<file path="config.mk">
export PLATFORM = sky130hd
export DESIGN_NAME = cel_hyst_celement
export DESIGN_NICKNAME = d
export VERILOG_FILES = /design/src/rtl/cel_pkg.sv /design/src/rtl/cel_sym_vote.sv /design/src/rtl/cel_gate_group.sv /design/src/rtl/cel_hyst_celement.sv
export SDC_FILE = /design/constraint.sdc
export NUM_CORES = 1
export LEC_CHECK = 0
export BUFFER_PORTS_ARGS = -buffer_cell sky130_fd_sc_hd__clkbuf_2
export CORE_AREA = 5 5 42 44
export CTS_CLUSTER_DIAMETER = 120
export DETAILED_ROUTE_END_ITERATION = 10
export DIE_AREA = 0 0 47 49
export PLACE_DENSITY_LB_ADDON = 0.1
export SETUP_SLACK_MARGIN = 0.4
export SKIP_LAST_GASP = 1
export SYNTH_ARGS = -nofsm -noshare
export SYNTH_HDL_FRONTEND = slang
export SYNTH_SLANG_ARGS = --single-unit
</file>
<file path="constraint.sdc">
create_clock -name clk_i -period 1.4 [get_ports clk_i]
set_clock_uncertainty 0.05 [all_clocks]
set_input_delay 0.28 -clock clk_i [delete_from_list [all_inputs] [get_ports clk_i]]
set_output_delay 0.28 -clock clk_i [all_outputs]
set_load 0.02 [all_outputs]
</file>
<file path="src/rtl/cel_pkg.sv">
package cel_pkg;
  typedef enum logic {
    MODE_ALL = 1'b0,
    MODE_MAJ = 1'b1
  } cel_mode_e;
endpackage

</file>
<file path="src/rtl/cel_sym_vote.sv">
module cel_sym_vote #(
  parameter int N_SYM = 4
) (
  input  logic [N_SYM-1:0]     sym_i,
  input  cel_pkg::cel_mode_e   mode_i,
  output logic                 up_o,
  output logic                 down_o
);
  logic all_hi, all_lo;
  assign all_hi = &sym_i;
  assign all_lo = ~|sym_i;

  generate
    if (N_SYM % 2 == 1) begin : g_odd
      // no tie possible: strict rule keeps hysteresis
      logic unused_mode;
      assign unused_mode = mode_i;
      assign up_o   = all_hi;
      assign down_o = all_lo;
    end else begin : g_even
      localparam int CW = $clog2(N_SYM + 1);
      logic [CW-1:0] ones;
      logic [CW:0]   twice;
      always_comb begin
        ones = '0;
        for (int i = 0; i < N_SYM; i++) ones = ones + CW'(sym_i[i]);
      end
      assign twice = {ones, 1'b0};
      always_comb begin
        if (mode_i == cel_pkg::MODE_MAJ) begin
          up_o   = twice > (CW+1)'(N_SYM);
          down_o = twice < (CW+1)'(N_SYM);
        end else begin
          up_o   = all_hi;
          down_o = all_lo;
        end
      end
    end
  endgenerate
endmodule

</file>
<file path="src/rtl/cel_gate_group.sv">
module cel_gate_group #(
  parameter int N      = 2,
  parameter bit NEED_HI = 1'b1,
  localparam int W     = (N > 0) ? N : 1
) (
  input  logic [W-1:0] grp_i,
  output logic         permit_o
);
  generate
    if (N == 0) begin : g_none
      logic unused_grp;
      assign unused_grp = ^grp_i;
      assign permit_o = 1'b1;
    end else if (NEED_HI) begin : g_hi
      assign permit_o = &grp_i;
    end else begin : g_lo
      assign permit_o = ~|grp_i;
    end
  endgenerate
endmodule

</file>
<file path="src/rtl/cel_hyst_celement.sv">
module cel_hyst_celement #(
  parameter int N_SYM   = 4,
  parameter int N_PLUS  = 2,
  parameter int N_MINUS = 2,
  localparam int PW = (N_PLUS  > 0) ? N_PLUS  : 1,
  localparam int MW = (N_MINUS > 0) ? N_MINUS : 1
) (
  input  logic             clk_i,
  input  logic             rst_ni,
  input  logic             mode_i,
  input  logic [N_SYM-1:0] sym_i,
  input  logic [PW-1:0]    plus_i,
  input  logic [MW-1:0]    minus_i,
  output logic             out_o
);
  import cel_pkg::*;

  cel_mode_e mode;
  logic sym_up, sym_down, plus_ok, minus_ok;
  logic rise, fall, q_d, q_q;

  assign mode = cel_mode_e'(mode_i);

  cel_sym_vote #(.N_SYM(N_SYM)) u_vote (
    .sym_i (sym_i),
    .mode_i(mode),
    .up_o  (sym_up),
    .down_o(sym_down)
  );

  cel_gate_group #(.N(N_PLUS), .NEED_HI(1'b1)) u_plus (
    .grp_i   (plus_i),
    .permit_o(plus_ok)
  );

  cel_gate_group #(.N(N_MINUS), .NEED_HI(1'b0)) u_minus (
    .grp_i   (minus_i),
    .permit_o(minus_ok)
  );

  assign rise = sym_up & plus_ok;
  assign fall = sym_down & minus_ok;

  always_comb begin
    q_d = q_q;
    if (!q_q && rise)     q_d = 1'b1;
    else if (q_q && fall) q_d = 1'b0;
  end

  always_ff @(posedge clk_i or negedge rst_ni) begin
    if (!rst_ni) q_q <= 1'b0;
    else         q_q <= q_d;
  end

  assign out_o = q_q;

  a_r4_split_holds: assert property (@(posedge clk_i) disable iff (!rst_ni)
    (mode == MODE_ALL && !(&sym_i) && (|sym_i)) |=> $stable(out_o));

  a_r11_odd_strict: assert property (@(posedge clk_i) disable iff (!rst_ni)
    ((N_SYM % 2 == 1) && !(&sym_i) && (|sym_i)) |=> $stable(out_o));

  a_r6_tie_holds: assert property (@(posedge clk_i) disable iff (!rst_ni)
    (mode == MODE_MAJ && $countones(sym_i) * 2 == N_SYM) |=> $stable(out_o));

  generate
    if (N_PLUS > 0) begin : g_a_plus
      a_r10_plus_blocks: assert property (@(posedge clk_i) disable iff (!rst_ni)
        (!out_o && !(&plus_i)) |=> !out_o);
      a_r2_rise: assert property (@(posedge clk_i) disable iff (!rst_ni)
        ((&sym_i) && (&plus_i)) |=> out_o);
    end
    if (N_MINUS > 0) begin : g_a_minus
      a_r9_minus_keeps: assert property (@(posedge clk_i) disable iff (!rst_ni)
        (out_o && (|minus_i)) |=> out_o);
      a_r3_fall: assert property (@(posedge clk_i) disable iff (!rst_ni)
        (!(|sym_i) && !(|minus_i)) |=> !out_o);
    end
  endgenerate
endmodule

</file>
* Word-level counts from Yosys, hierarchy flattened
Cells that the tools add are included.
** Word-level totals
- Register bits after elaboration :: 1
- Bits of input ports :: 11
- Output and inout port bits :: 1
** Operators by class
- Add/subtract/negate cells :: 3
- Order comparisons :: 2
- Multiplexer cells :: 4
- Bitwise gates (word level) :: 2
- Reductions and logical operators :: 10
** Operators with widths (number)
- $add 3x1->3 :: 2
- $gt 4x3->1 const B :: 1
- $lt 4x3->1 const B :: 1
- $mux 1 :: 4
- $reduce_and 4->1 :: 1
- $reduce_or 4->1 :: 1
- $logic_not 1->1 :: 3
- $add 1x1->2 :: 1
- $and 1x1->1 :: 2
- $logic_and 1x1->1 :: 2
- $reduce_and 2->1 :: 1
- $reduce_bool 2->1 :: 1
- $reduce_or 2->1 :: 1

* Logic depth before layout (Yosys ltp)
- Word-level depth :: 9
- Depth in mapped cells :: 8
- Gate-level depth less buffers :: 8

* By module
Synthesis repeated with hierarchy kept, for this count alone.
** Second synthesis, totals
- Cells, all modules :: 22
- Area, all modules :: 192.7 um^2
** By module, submodules not included
- cel_sym_vote :: times used 1, cells each 17, area an instance 146.4 um^2, seq. area each 0.0 um^2
- cel_hyst_celement :: times used 1, cells each 3, area an instance 36.3 um^2, seq. area each 25.0 um^2
- cel_gate_group at u_plus :: times used 1, cells each 1, area an instance 6.3 um^2, seq. area each 0.0 um^2
- cel_gate_group at u_minus :: times used 1, cells each 1, area an instance 3.8 um^2, seq. area each 0.0 um^2

* Worst setup path before layout
No wires, ideal clock.
- Kind :: input-to-reg
- Start point :: input sym_i[0]
- End point :: register q_q, in the netlist out_o
- Setup time :: 0.121 ns
- Data arrival time :: 1.590 ns
- Data required time :: 1.229 ns
- Path slack :: -0.361 ns
- Stages on the path :: 7
- Buffers on the path :: 0
- Cells stage by stage :: inv_1 ha_1 fa_1 ha_1 nor3b_2 o32ai_2 a22o_1
** Between the ends
- Longest elaborated chain between the ends :: 8
- Elaborated cells on any way between the ends :: 16
- Classes of those cells :: 3 x add/sub; 2 x order compare; 3 x mux; 2 x bitwise; 6 x reduce/logical
** Ends and longest elaborated chain
- start, declared :: line cel_hyst_celement.sv:11 : input logic [N_SYM-1:0] sym_i,
- $add 1x1->2 :: line cel_sym_vote.sv:26 : for (int i = 0; i < N_SYM; i++) ones = ones + CW'(sym_i[i]);
- $add 3x1->3 (2 in series) :: line cel_sym_vote.sv:26
- $gt 4x3->1 / $lt 4x3->1 (equally long branches) :: line cel_sym_vote.sv:31, cel_sym_vote.sv:32
- $mux 1 :: line cel_sym_vote.sv:30 : if (mode_i == cel_pkg::MODE_MAJ) begin
- $and 1x1->1, on equally long branches :: line cel_hyst_celement.sv:41, cel_hyst_celement.sv:42
- $logic_and 1x1->1, on equally long branches :: line cel_hyst_celement.sv:46, cel_hyst_celement.sv:47
- $mux 1 / $reduce_bool 2->1 (equally long branches)
- end signal, assigned :: line cel_hyst_celement.sv:52 : else q_q <= q_d;
- end, declared :: line cel_hyst_celement.sv:20 : logic rise, fall, q_d, q_q;
Parallel ways exist; a longest one is shown, timed or not.
A chain may end at the register's enable or synchronous reset.

* Final worst setup path
- Start point :: input sym_i[1]
- End point :: register q_q, in the netlist out_o
Same word-level chain as after synthesis.

==> impl_metrics.ini <==
[status]
outcome = finished, violations left
violations = negative setup slack

[logic_synthesis]
synth-seq-cells = 1
yosysSeqAreaShare_pct = 13.2
synth_nets = 36
synthArstFlopShare_pct = 100
netlist.area_leader.share_pct = 26.5
ys.flop_type = dfrtp_1
yosysWarnings = 0
synthCells = 20
synth_area_sq_um = 189
synth_commonest_cells = ha_1 (4), inv_1 (3), nand2_1 (2), nor2_1 (2), nor3b_2 (2)
yosys.area.top_type = ha_1
syn_avg_cell_area_sq_um = 9.45
synth_edf_count = 0
post-synth-top-count-cell = ha_1
ys_top_cells_by_area = ha_1 (26%), dfrtp_1 (13%), nor3b_2 (13%)
synth_cell_types = 12

[grt]
grt_pass1_vias = 244
grtUsageTotal_pct = 4.43
grt_pass1_wl_um = 848
grt_antenna_before_repair = 0
grt_overflow = 0
grt_max_degree = 4

[sta]
fin_crit_sh_pct = 129
worstMarginPinSlew_ns = 0.193
finalMaxSlewViolations = 0
grt_setup_unrepaired = true
finalHoldViolCount = 0
finalSetupViolCount = 1
fmax_mhz = 552
period_needed_ns = 1.81
worst_slack_ns = -0.411
max_slew_margin_pct = 87.1

[clock_tree]
post-cts-setup-buffers = 0
insertion_delay_ns = 0
path_clk_slew_ns = 0
ctsHoldBuffers = 0

[route]
drt-initial-drc-count = 0
post_drt_wl_per_cell_um = 7.70
wl_um = 408
viasPerCell = 3.60
antenna_left = 0
via_count = 191
drc_errors = 0
drtPass1Iterations = 1

[worst_setup_path]
startpoint = sym_i[1]
reg2reg_from = out_o
startpoint_type = input port
required_ns = 1.28
cp.arrival_ns = 1.69
path_class = input port to flip-flop
cp-end-kind = flip-flop
critPathMaxFanout = 2

[floorplanning]
die_w_um = 47
io_pins = 12
rows = 14
die_y_um = 49
initial_core_util_pct = 13.5
dieArea_sq_mm = 0.00230
core_sq_mm = 0.00140

[layout]
diodes = 0
nets = 55
areaGrowthSynthToFinish_pct = 93.4
largest_register_ffs = 1
drive_above_1_share_pct = 75.7
final_core_util_pct = 26.1
fin_area_sq_um = 365

[power]
peakVddDrop_uv = 92.0
p_leak_uw = 0.000175
power.density_mw_per_mm2 = 474

[placed_design]
portBuffers = 11
post-place-ws_ns = -0.532
dpl.hpwl_um = 425
place_area_sq_um = 357
place.gp.congestion = 0.646

[job]
max_cap_viol_count = 0

[hold_path]
hold_class = input port to asynchronous set/reset pin
## final timing paths
kind,to,slack [ns],depth (start not counted)
max,out_o,-0.41,9
min,out_o,0.004,1
max reg2reg,out_o,0.63,1
min reg2reg,out_o,0.48,1
max in group asynchronous,out_o,1.21,1
min in group clk_i,out_o,0.48,1
## through the flow
step	cells	hold WS, ns	power (uW)	TNS (ns)
2_1_floorplan	20	-0.0656	120	-0.260
3_3_place_gp	53	0.00577	173	-0.516
5_1_grt	53	0.00889	192	-0.496
4_1_cts	53	0.00536	177	-0.430
3_5_place_dp	53	0.00643	175	-0.532
6_report	53	0.00443	173	-0.411
## critical path, stage by stage
cell and delay, ns:
clkbuf_8 0.13, inv_12 0.03, ha_4 0.22, fa_2 0.37, inv_2 0.06, ha_1 0.21, nor3b_2 0.15, o32ai_2 0.09
a22o_1 0.15
## cell usage in the layout (no fill, tap or decap)
cell type / netlist / layout
inv_12: 0 / 1
fa_2: 0 / 1
inv_2: 1 / 3
clkbuf_8: 0 / 1
o32ai_2: 1 / 1
ha_1: 4 / 2
ha_4: 0 / 2
dfrtp_1: 1 / 1
o211ai_1: 1 / 1
clkbuf_2: 0 / 10
nor2_1: 2 / 2
nor3b_2: 2 / 2
nand2_1: 2 / 2
nand2b_4: 0 / 1
buf_4: 0 / 6
a22o_1: 1 / 1
## kinds of logic (layout without fill, tap and decap cells)
kind of cell	Yosys count	count (layout)	synth area share, %
and+or+nand+nor	7	7	24.5
buffers and inverters	4	21	7.94
AOI/OAI and AO/OA	3	3	17.2
adders and majority gates	5	5	37.1
DFF	1	1	13.2
## repair_timing
item	4_1_cts	5_1_grt
setup endpoints to repair	1	1
pin swaps	2	0
gates resized for setup	3	0
## area by class of cell
class                           count  area [sq um]
Tap cell                           16          20.0
Timing Repair Buffer               17           109
Inverter                            4          27.5
Sequential cell                     1          25.0
Fill cell                         157          1040
Multi-Input combinational cell     15           184
## routing by layer
| metal | vias up | share of wire, % | GRT usage [%] |
|---|---|---|---|
| met5 | - | 0 | 0 |
| met4 | 0 | 0 | 0 |
| met3 | 0 | 13 | 0.369 |
| met2 | 9 | 47 | 8.82 |
| met1 | 81 | 40 | 5.04 |
| li1 | 101 | - | - |
## report_power, final
part           internal, uW  switching (uW)  leakage, uW
Clock                     0               0            0
Combinational          69.0            56.6     0.000162
Sequential             39.8            7.89    0.0000125
Total                   109            64.5     0.000175
Note: power is estimated with default switching activity, not from simulation.
